File: src/rtl/brl_pkg.sv
package brl_pkg;
  localparam int BO_W = 5;
  localparam int BI_W = 5;
  localparam int BH_W = 2;

  // Branch-options field seen through big-endian bit names.
  typedef struct packed {
    logic cond_bypass;   // options bit 0
    logic cond_want;     // options bit 1
    logic cnt_bypass;    // options bit 2, also suppresses the decrement
    logic cnt_invert;    // options bit 3
    logic spare;         // options bit 4
  } bo_t;

  function automatic bo_t decode_bo(input logic [BO_W-1:0] raw);
    bo_t f;
    f.cond_bypass = raw[BO_W-1];
    f.cond_want   = raw[BO_W-2];
    f.cnt_bypass  = raw[BO_W-3];
    f.cnt_invert  = raw[BO_W-4];
    f.spare       = raw[BO_W-5];
    return f;
  endfunction
endpackage

File: src/rtl/brl_count_unit.sv
module brl_count_unit #(
  parameter int XLEN     = 64,
  parameter int NARROW_W = 32
) (
  input  logic [XLEN-1:0] ctr_in,
  input  logic            no_dec,
  input  logic            invert,
  input  logic            wide_mode,
  output logic [XLEN-1:0] ctr_next,
  output logic            cnt_ok
);
  localparam logic [XLEN-1:0] ONE = XLEN'(1);

  logic nz_wide;
  logic nz_narrow;
  logic nz_sel;

  always_comb begin
    ctr_next = no_dec ? ctr_in : (ctr_in - ONE);
  end

  assign nz_wide = |ctr_next;

  generate
    if (NARROW_W >= XLEN) begin : g_same
      assign nz_narrow = nz_wide;
      logic unused_mode;
      assign unused_mode = wide_mode;
    end else begin : g_split
      assign nz_narrow = |ctr_next[NARROW_W-1:0];
    end
  endgenerate

  generate
    if (NARROW_W >= XLEN) begin : g_sel_same
      assign nz_sel = nz_wide;
    end else begin : g_sel_mux
      assign nz_sel = wide_mode ? nz_wide : nz_narrow;
    end
  endgenerate

  assign cnt_ok = no_dec | (nz_sel ^ invert);
endmodule

File: src/rtl/brl_cond_unit.sv
module brl_cond_unit #(
  parameter int CRW  = 32,
  parameter int SELW = 5
) (
  input  logic [CRW-1:0]  cr,
  input  logic [SELW-1:0] sel,
  input  logic            bypass,
  input  logic            want,
  output logic            cond_ok
);
  // Big-endian selection: selector 0 picks the most significant bit.
  logic [CRW-1:0] cr_rev;
  logic           picked;

  genvar g;
  generate
    for (g = 0; g < CRW; g++) begin : g_rev
      assign cr_rev[g] = cr[CRW-1-g];
    end
  endgenerate

  always_comb begin
    picked = 1'b0;
    for (int k = 0; k < CRW; k++) begin
      if (SELW'(k) == sel) picked = cr_rev[k];
    end
  end

  assign cond_ok = bypass | (picked == want);
endmodule

File: src/rtl/brl_target_unit.sv
module brl_target_unit #(
  parameter int XLEN       = 64,
  parameter int STEP_BYTES = 4,
  parameter int ALIGN_BITS = 2
) (
  input  logic [XLEN-1:0] cia,
  input  logic [XLEN-1:0] lr_in,
  input  logic            lk,
  input  logic            take,
  output logic [XLEN-1:0] nia_next,
  output logic [XLEN-1:0] lr_next
);
  localparam logic [XLEN-1:0] STEP = XLEN'(STEP_BYTES);

  logic [XLEN-1:0] seq_addr;
  logic [XLEN-1:0] tgt_addr;

  assign seq_addr = cia + STEP;
  assign tgt_addr = {lr_in[XLEN-1:ALIGN_BITS], {ALIGN_BITS{1'b0}}};

  always_comb begin
    nia_next = take ? tgt_addr : seq_addr;
    lr_next  = lk ? seq_addr : lr_in;
  end
endmodule

File: src/rtl/brl_eval.sv
module brl_eval #(
  parameter int XLEN = 64,
  parameter int CRW  = 32
) (
  input  logic                      clk,
  input  logic                      rst,
  input  logic                      exec,
  input  logic [brl_pkg::BO_W-1:0]  bo,
  input  logic [brl_pkg::BI_W-1:0]  bi,
  input  logic [brl_pkg::BH_W-1:0]  bh,
  input  logic                      lk,
  input  logic                      wide_mode,
  input  logic [XLEN-1:0]           cia,
  input  logic [CRW-1:0]            cr,
  input  logic [XLEN-1:0]           ctr_in,
  input  logic [XLEN-1:0]           lr_in,
  output logic [XLEN-1:0]           nia_q,
  output logic [XLEN-1:0]           ctr_q,
  output logic [XLEN-1:0]           lr_q
);
  import brl_pkg::*;

  localparam int NARROW_W = XLEN / 2;

  bo_t             opt;
  logic            cnt_ok;
  logic            cond_ok;
  logic            take;
  logic [XLEN-1:0] ctr_next;
  logic [XLEN-1:0] nia_next;
  logic [XLEN-1:0] lr_next;
  logic            unused_fields;

  assign opt = decode_bo(bo);
  assign unused_fields = ^{bh, opt.spare};

  brl_count_unit #(.XLEN(XLEN), .NARROW_W(NARROW_W)) u_cnt (
    .ctr_in    (ctr_in),
    .no_dec    (opt.cnt_bypass),
    .invert    (opt.cnt_invert),
    .wide_mode (wide_mode),
    .ctr_next  (ctr_next),
    .cnt_ok    (cnt_ok)
  );

  brl_cond_unit #(.CRW(CRW), .SELW(BI_W)) u_cond (
    .cr      (cr),
    .sel     (bi),
    .bypass  (opt.cond_bypass),
    .want    (opt.cond_want),
    .cond_ok (cond_ok)
  );

  assign take = cnt_ok & cond_ok;

  brl_target_unit #(.XLEN(XLEN), .STEP_BYTES(4), .ALIGN_BITS(2)) u_tgt (
    .cia      (cia),
    .lr_in    (lr_in),
    .lk       (lk),
    .take     (take),
    .nia_next (nia_next),
    .lr_next  (lr_next)
  );

  always_ff @(posedge clk) begin
    if (rst) begin
      nia_q <= '0;
      ctr_q <= '0;
      lr_q  <= '0;
    end else if (exec) begin
      nia_q <= nia_next;
      ctr_q <= ctr_next;
      lr_q  <= lr_next;
    end
  end
endmodule

File: config.mk
export PLATFORM = sky130hd
export DESIGN_NAME = brl_eval
export DESIGN_NICKNAME = d
export VERILOG_FILES = /design/src/rtl/brl_pkg.sv /design/src/rtl/brl_count_unit.sv /design/src/rtl/brl_cond_unit.sv /design/src/rtl/brl_target_unit.sv /design/src/rtl/brl_eval.sv
export SDC_FILE = /design/constraint.sdc
export NUM_CORES = 1
export LEC_CHECK = 0
export BUFFER_PORTS_ARGS = -buffer_cell sky130_fd_sc_hd__buf_2
export CAP_MARGIN = 40
export CORE_AREA = 4 4 166 168
export CTS_CLUSTER_DIAMETER = 100
export CTS_CLUSTER_SIZE = 20
export DETAILED_ROUTE_END_ITERATION = 8
export DIE_AREA = 0 0 170 172
export GPL_TIMING_DRIVEN = 0
export HOLD_SLACK_MARGIN = 0.15
export PLACE_DENSITY_LB_ADDON = 0.08
export SETUP_SLACK_MARGIN = 0.4
export SLEW_MARGIN = 40
export SYNTH_ARGS = -nofsm -noshare
export SYNTH_HDL_FRONTEND = slang
export SYNTH_SLANG_ARGS = --single-unit
export TNS_END_PERCENT = 50
File: constraint.sdc
create_clock -name clk -period 10.1 [get_ports clk]
set_input_delay 2.02 -clock clk [delete_from_list [all_inputs] [get_ports clk]]
set_output_delay 2.02 -clock clk [all_outputs]
set_load 0.1 [all_outputs]
Word level (Yosys, flattened, before mapping)
Index checks and enable logic that the tools add are counted.
W data, S select, Z words.
{ "totals": {"register_bits": 192, "out_inout_bits": 192} }
{ "op_classes": {"addsub": 2, "n_eq_ne": 32, "muxes": 36, "bitwise_logic": 4, "reduce_logical": 3} }
{ "op_table": {"columns": ["op", "count"], "rows": [
  ["$mux W64", 3],
  ["$eq A5 B5 Y1 const A", 16],
  ["$add A64 B3 Y64 const B", 1],
  ["$reduce_or A64 Y1", 1],
  ["$sub A64 B1 Y64 const B", 1],
  ["$eq A4 B5 Y1 const A", 8],
  ["$mux W1", 33],
  ["$reduce_or A32 Y1", 1],
  ["$eq A3 B5 Y1 const A", 4],
  ["$eq A2 B5 Y1 const A", 2],
  ["$eq A1 B5 Y1 const A", 1],
  ["$logic_not A5 Y1", 1],
  ["$or A1 B1 Y1", 2],
  ["$and A1 B1 Y1", 1],
  ["$eq A1 B1 Y1", 1],
  ["$xor A1 B1 Y1", 1]
]} }

Longest topological paths before layout
Gate-level depths: netlist (run 1).
{ "logic_depth": {"word_depth": 37, "mapped_depth": 15, "mapped_depth_nobuf": 12} }

Hierarchy
A second synthesis (run 1) with hierarchy kept.
{ "hier_totals": {"cells_unflattened": 1543, "hier_area_um2": 12685.9} }
{ "by_module_without_submodules": {"columns": ["mod", "n_inst", "cells_each", "area_per_inst_um2", "seq_area_each_um2"], "rows": [
  ["brl_eval", 1, 620, 7006.7, 3843.7],
  ["brl_target_unit", 1, 563, 3259.4, 0.0],
  ["brl_count_unit", 1, 278, 1806.7, 0.0],
  ["brl_cond_unit", 1, 82, 613.1, 0.0]
]} }

Least setup slack after synthesis (run 1)
No wires, ideal clock.
{ "synth_timing": {"path_type": "in2reg", "from": "input port ctr_in[0]", "to": "register nia_q[53]", "t_arrival_ns": 5.169, "required_time_ns": 10.005, "path_slack_ns": 4.836, "cell_stages": 13, "path_cell_list": "inv_1 -> ha_1 -> nor4b_2 -> nand2_1 -> nor4_1 -> or4b_1 -> xnor2_1 -> a2111oi_2 -> and4_1 -> o21ai_1 -> buf_2 -> or4_1 -> o311ai_1"} }
{ "synth_between": {"elab_chain_len": 8, "word_cells_on_any_way": 9} }
{ "synth_lines": {"columns": ["item", "line_no", "source"], "rows": [
  ["start: declaration", "brl_eval.sv:15", "input logic [XLEN-1:0] ctr_in,"],
  ["$sub A64 B1 Y64", "brl_count_unit.sv:19", "ctr_next = no_dec ? ctr_in : (ctr_in - ONE);"],
  ["$mux W64 (*)", "brl_count_unit.sv:19", null],
  ["$reduce_or A64 Y1 or $reduce_or A32 Y1 (tied branches)", "brl_count_unit.sv:22, brl_count_unit.sv:30", null],
  ["$mux W1 (*)", "brl_count_unit.sv:38", "assign nz_sel = wide_mode ? nz_wide : nz_narrow;"],
  ["$xor A1 B1 Y1 (*)", "brl_count_unit.sv:42", "assign cnt_ok = no_dec | (nz_sel ^ invert);"],
  ["$or A1 B1 Y1 (*)", "brl_count_unit.sv:42", null],
  ["$and A1 B1 Y1 (*)", "brl_eval.sv:54", "assign take = cnt_ok & cond_ok;"],
  ["$mux W64 (*)", "brl_target_unit.sv:22", "nia_next = take ? tgt_addr : seq_addr;"],
  ["end signal: assignment", "brl_eval.sv:71", "nia_q <= nia_next;"],
  ["end: declaration", "brl_eval.sv:17", "output logic [XLEN-1:0] nia_q,"]
]} }
Mark *: on every way between the ends. The rest lies on a longest branch, timed or not.
A chain may end at the register's enable or synchronous reset.

Final worst setup path (run 1)
{ "layout_timing": {"from": "input port ctr_in[0]", "to": "register nia_q[55]"} }
The elaborated chain is that of the path after synthesis.

==> flow_summary.json, run 1 <==
{
  "netlist.area_leader.share": 0.332,
  "path_cells": "buf_2 -> inv_1 -> ha_1 -> nor4b_2 -> nand2_1 -> nor4_1 -> or4b_1 -> xnor2_1 -> a2111oi_2 -> nand4_1 -> o21ai_2 -> buf_6 -> clkbuf_1 -> o21ai_0 -> o311ai_1",
  "synthCells": 1519,
  "nFillCells": 2512,
  "core_area_um2": 25900,
  "ios": 433,
  "worst_slack_ps": 4100,
  "rows": 59,
  "finalCritPeriodShare": 0.594,
  "syn_area_per_cell_um2": 7.63,
  "skew_ps": 0,
  "insertion_delay_ps": 440,
  "vdd_ir_drop_max_mv": 0.0909,
  "drc": 0,
  "rr_endpoint": "nia_q[54]",
  "p_leak_uw": 0.00603,
  "max_freq_mhz": 167,
  "ant_nets": 0,
  "cts_tree": "yes",
  "firstDrtPassIters": 6,
  "yosysMostFrequentCell": "nor2_1",
  "setup_tns_ps": 0,
  "synthArstFlopShare": 0,
  "power_density_nw_per_um2": 165,
  "hold_buffers": 0,
  "antenna_found_initial": 10,
  "clockRootBuffer": "clkbuf_16",
  "syn_area_um2": 11600,
  "start_util": 0.447,
  "viasPerCell": 5.79,
  "crit_path_end": "nia_q[55]",
  "ctsResizeCount": 0,
  "grt_pass1_wl_um": 72900,
  "synth_area_leader_cell": "dfxtp_1",
  "max_stage_delay_ps": 750,
  "cts_buffer_depth": 2,
  "routedWlPerCell_um": 21.1,
  "ys_top_cells_by_area": "dfxtp_1 33%, nor2_1 8.4%, a211oi_1 5.6%",
  "synth_common_cells": "259 x nor2_1, 192 x dfxtp_1, 144 x nand2_1, 106 x clkbuf_1, 95 x nand3_1",
  "dp_hpwl_um": 38500,
  "wl_um": 48800,
  "die_w_um": 170,
  "post_cts_buffers": 0,
  "htree_levels": 4,
  "yosysUniqueCellTypes": 81,
  "drtIter0Drc": 1261,
  "synth_seq_cells": 192,
  "ys.warnings.count": 0,
  "syn_nets": 1762,
  "layout-drive-gt1-share": 0.247,
  "die-area_um2": 29200,
  "grt_usage": 0.316,
  "seq_area_frac_synth": 0.332,
  "rsz0062_at_grt": "no",
  "setup.worst_path.class": "primary input to flip-flop",
  "cp-start-kind": "primary input",
  "hold_class": "flip-flop to flip-flop",
  "max_cap_viol_count": 0,
  "detailedPlace.worstSlack_ps": 3730,
  "rrSetupSlack_ps": 9250,
  "ys.flop_type": "dfxtp_1",
  "cp.required_ps": 10450,
  "endpoint_kind": "flip-flop",
  "gp_congestion": 0.953,
  "rr_worst_depth": 2,
  "hold_viol_final": 0,
  "r2r_start": "nia_q[54]",
  "worstPathArrival_ps": 6340,
  "area_delta_synth_final_pct": 27.2,
  "setup_viol": 0,
  "vias": 13400,
  "cp-startpoint": "ctr_in[0]",
  "slew_headroom": 0.446,
  "portBuffers": 416,
  "status": "completed",
  "grt_pass1_vias": 12700,
  "period_needed_ps": 6000,
  "cts_num_sinks": 192,
  "grt_max_degree": 20,
  "path_max_fanout": 10,
  "worstMarginPinSlew_ps": 830,
  "cts_buffers": 17,
  "nets": 2197,
  "grt_overflow_total": 0,
  "cp_slowest_cell": "nor4_1",
  "slew_viol_final": 0,
  "die_h_um": 172,
  "clk_pin_slew_worst_paths_ps": 80,
  "synth_enable_flop_cells": 0
}
==> metrics by stage <==
stage	cells	util	area [µm²]	power, µW	hold slack [ps]
floorplan	1519	-	11600	1490	905
finish	2309	0.569	14700	2430	460
CTS	2302	0.568	14700	2430	460
global route	2309	0.569	14700	2520	480
detailed placement	2270	0.544	14100	1710	449
global placement	2270	0.544	14100	1700	446
==> cell families after synthesis <==
logic type	synth area share
AO/OA/AOI/OAI	0.206
XOR/XNOR	0.0922
adder cells (fa/ha/maj)	0.00216
buffers and inverters	0.0516
flip-flops	0.332
multiplexers	0.0387
AND/OR/NAND/NOR	0.278
==> worst min path at each step <==
stage / cells past startpoint / endpoint / slack, ps / from
2_1_floorplan: 2 / lr_q[42] / 910 / lr_q[42]
3_3_place_gp: 2 / lr_q[46] / 450 / lr_q[46]
3_5_place_dp: 2 / lr_q[46] / 450 / lr_q[46]
4_1_cts: 2 / lr_q[46] / 460 / lr_q[46]
5_1_grt: 2 / nia_q[0] / 480 / nia_q[0]
6_report: 2 / lr_q[46] / 460 / lr_q[46]
==> layout make-up <==
cell class                      count  area [µm²]  share of cell area
Buffer                            129         542              0.0368
Sequential cell                   192        3840               0.261
Multi-Input combinational cell   1183        7150               0.485
Antenna cell                        7        17.5             0.00119
Timing Repair Buffer              416        2080               0.141
Tap cell                          335         419              0.0284
Clock inverter                     14         195              0.0132
Inverter                           15        56.3             0.00382
Clock buffer                       18         429              0.0291
==> worst max-delay path: cells and delay by family <==
family	cells	cell delay [ps]
AND/OR/NAND/NOR	5	2290
adder cells (fa/ha/maj)	1	190
XOR/XNOR	1	200
AO/OA/AOI/OAI	4	810
buffers and inverters	4	820
==> cells in the final DEF (no fill, tap or decap), drive strengths merged, types with 4 or more instances in the layout <==
cell type,count
a21oi,60
nand4,18
clkinv,5
o311ai,55
or3,19
nand3b,4
and4,12
nor2,259
nand2,145
xor2,64
nor2b,7
mux2i,38
o21ai,68
or4,9
a311o,6
o22ai,10
and2,4
inv,20
and3,19
a2111oi,5
nor4b,5
diode,7
dfxtp,192
nand3,96
nor4,33
a211oi,87
clkbuf,124
o211ai,16
buf,439
nor3,32
xnor2,58
a311oi,4
==> where the power goes <==
group	switching, µW	leakage [µW]	total, µW	internal, µW
combinational	683	0.00414	851	168
sequential	32.4	0.00159	849	816
clock	350	0.000297	730	381
==> sequential cells by signal, summed over array words and instances, names as in the netlist <==
| signal | flops |
|---|---|
| ctr_q | 64 |
| lr_q | 64 |
| nia_q | 64 |
==> metal layers <==
layer	GRT usage	up-vias	routed length, µm
met3	0.0770	72	4680
met1	0.423	6284	20400
met2	0.512	631	22500
met4	0.0913	6	1210
met5	0	-	36
li1	-	6380	-
Power figures use the tool's default switching activity.
==> run 2, diff against run 1 <==
Settings changed: CORE_AREA 4 4 166 168 to default, CORE_MARGIN from default to 4, CORE_UTILIZATION from default to 46, DIE_AREA 0 0 170 172 to default.
Clock period 10.1 ns to 5.5 ns, I/O delays scaled along.
==> flow_summary.json, run 2 (synthesis gave the netlist of run 1 again) <==
{
  "ios": 433,
  "dp.cells": 2259,
  "grt_max_degree": 20,
  "gp_congestion": 0.947,
  "setup_tns_ps": 0,
  "htree_levels": 4,
  "start_util": 0.472,
  "drtIter0Drc": 1430,
  "clk_pin_slew_worst_paths_ps": 80,
  "area_delta_synth_final_pct": 27.0,
  "p_leak_uw": 0.00602,
  "dp_hpwl_um": 38300,
  "cts_buffer_depth": 2,
  "endpoint_kind": "flip-flop",
  "portBuffers": 416,
  "core_area_um2": 24500,
  "routedWlPerCell_um": 21.3,
  "hold_viol_final": 0,
  "skew_ps": 0,
  "nets": 2197,
  "clockRootBuffer": "clkbuf_16",
  "die_w_um": 167,
  "antenna_found_initial": 6,
  "setup_viol": 0,
  "worst_slack_ps": 731,
  "grt_use_met1": 0.450,
  "hold_buffers": 0,
  "wl_um": 48800,
  "die_h_um": 167,
  "ant_nets": 0,
  "path_max_fanout": 10,
  "vdd_ir_drop_max_mv": 0.170,
  "layout-drive-gt1-share": 0.248,
  "top_regs": "ctr_q x64, lr_q x64, nia_q x64",
  "max_cap_viol_count": 0,
  "hold_class": "flip-flop to flip-flop",
  "switchingPower_uw": 1960,
  "cts_num_sinks": 192,
  "top_usage_layer": "met2",
  "power_density_nw_per_um2": 301,
  "slew_viol_final": 0,
  "detailedPlace.worstSlack_ps": 30.3,
  "use_met2": 0.540,
  "grt_overflow_total": 0,
  "die-area_um2": 27800,
  "grt_usage": 0.335,
  "viasPerCell": 5.91,
  "cp-start-kind": "primary input",
  "finalCritPeriodShare": 0.867,
  "status": "completed",
  "final_cell_mix": "426 x buf_2, 259 x nor2_1, 192 x dfxtp_1, 144 x nand2_1, 107 x clkbuf_1",
  "rows": 57,
  "vias": 13600,
  "cts_tree": "yes",
  "drc": 0,
  "insertion_delay_ps": 440,
  "worstPathArrival_ps": 5090,
  "grt_pass1_wl_um": 75000,
  "grt_pass1_vias": 13000,
  "period_needed_ps": 4770,
  "placed_cell_area_um2": 14100,
  "worstMarginPinSlew_ps": 832,
  "grt_use_met3": 0.0699,
  "max_freq_mhz": 210,
  "cts_buffers": 17,
  "slew_headroom": 0.446,
  "power.internal_uw": 2460,
  "cp.required_ps": 5820,
  "power_frac_seq": 0.352,
  "fin_area_um2": 14700,
  "firstDrtPassIters": 6,
  "combinationalPowerShare": 0.354,
  "final_common_cell": "buf_2",
  "instances_no_fill": 2294,
  "share_clk_of_total_power": 0.294,
  "swShare": 0.444,
  "setup.worst_path.class": "primary input to flip-flop",
  "rsz0062_at_grt": "no"
}
==> run 2: changes by cell type in the layout (fill, tap and decap cells not counted), sizes merged <==
cell	change
clkinv	+4
inv	-2
clkinvlp	-1
bufinv	-1
diode	-4
==> run 2: cell type report <==
class,count,area (µm²)
fillers,2372,9820
multi-input cells,1183,7170
flip-flops and latches,192,3840
repair buffers,416,2080
plain buffers,129,542
clock buffers,18,429
well taps,324,405
clock inverters,14,175
inverters,15,56.3
diodes,3,7.51
==> run 2: final timing paths <==
check | startpoint | to | slack [ps] | cells past startpoint
hold / removal | lr_q[59] | lr_q[59] | 460 | 2
setup reg to reg | nia_q[58] | nia_q[58] | 4660 | 2
setup / recovery | ctr_in[0] | nia_q[19] | 730 | 15
hold reg to reg | lr_q[59] | lr_q[59] | 460 | 2
==> run 2: power by group through the flow <==
stage                     Combinational (µW)  Sequential, µW  Clock, µW
after CTS                               1550            1560       1310
after floorplan                          373            2360          0
after global routing                    1630            1570       1370
final                                   1560            1560       1300
after global placement                  1540            1590          0
after detailed placement                1550            1590          0
==> run 2: repair_timing <==
item / in CTS / in global routing
buffers inserted: 0 / 0
setup endpoints to repair: 0 / 57
resized for setup: 0 / 2
==> run 2: layer usage <==
layer / share of wire / up-vias
met5: 0.00072 / -
met4: 0.032 / 6
met3: 0.098 / 88
met2: 0.46 / 727
met1: 0.41 / 6366
li1: - / 6367
==> run 2: critical path, stage by stage <==
cell and delay (ps):
buf_2 150, inv_1 70, ha_1 190, nor4b_4 350, nand2_1 310, nor4_2 560, or4b_1 500, xnor2_1 220
a2111oi_2 280, nand4_1 220, o21ai_2 240, buf_6 190, clkbuf_1 390, o21ai_0 190, o311ai_0 120
==> run 2: through the flow <==
| step | hold WS (ps) | power, µW | util |
|---|---|---|---|
| floorplan | 905 | 2740 | - |
| global placement | 446 | 3130 | 0.574 |
| detailed placement | 450 | 3140 | 0.574 |
| CTS | 462 | 4420 | 0.598 |
| global route | 476 | 4570 | 0.600 |
| finish | 459 | 4430 | 0.600 |
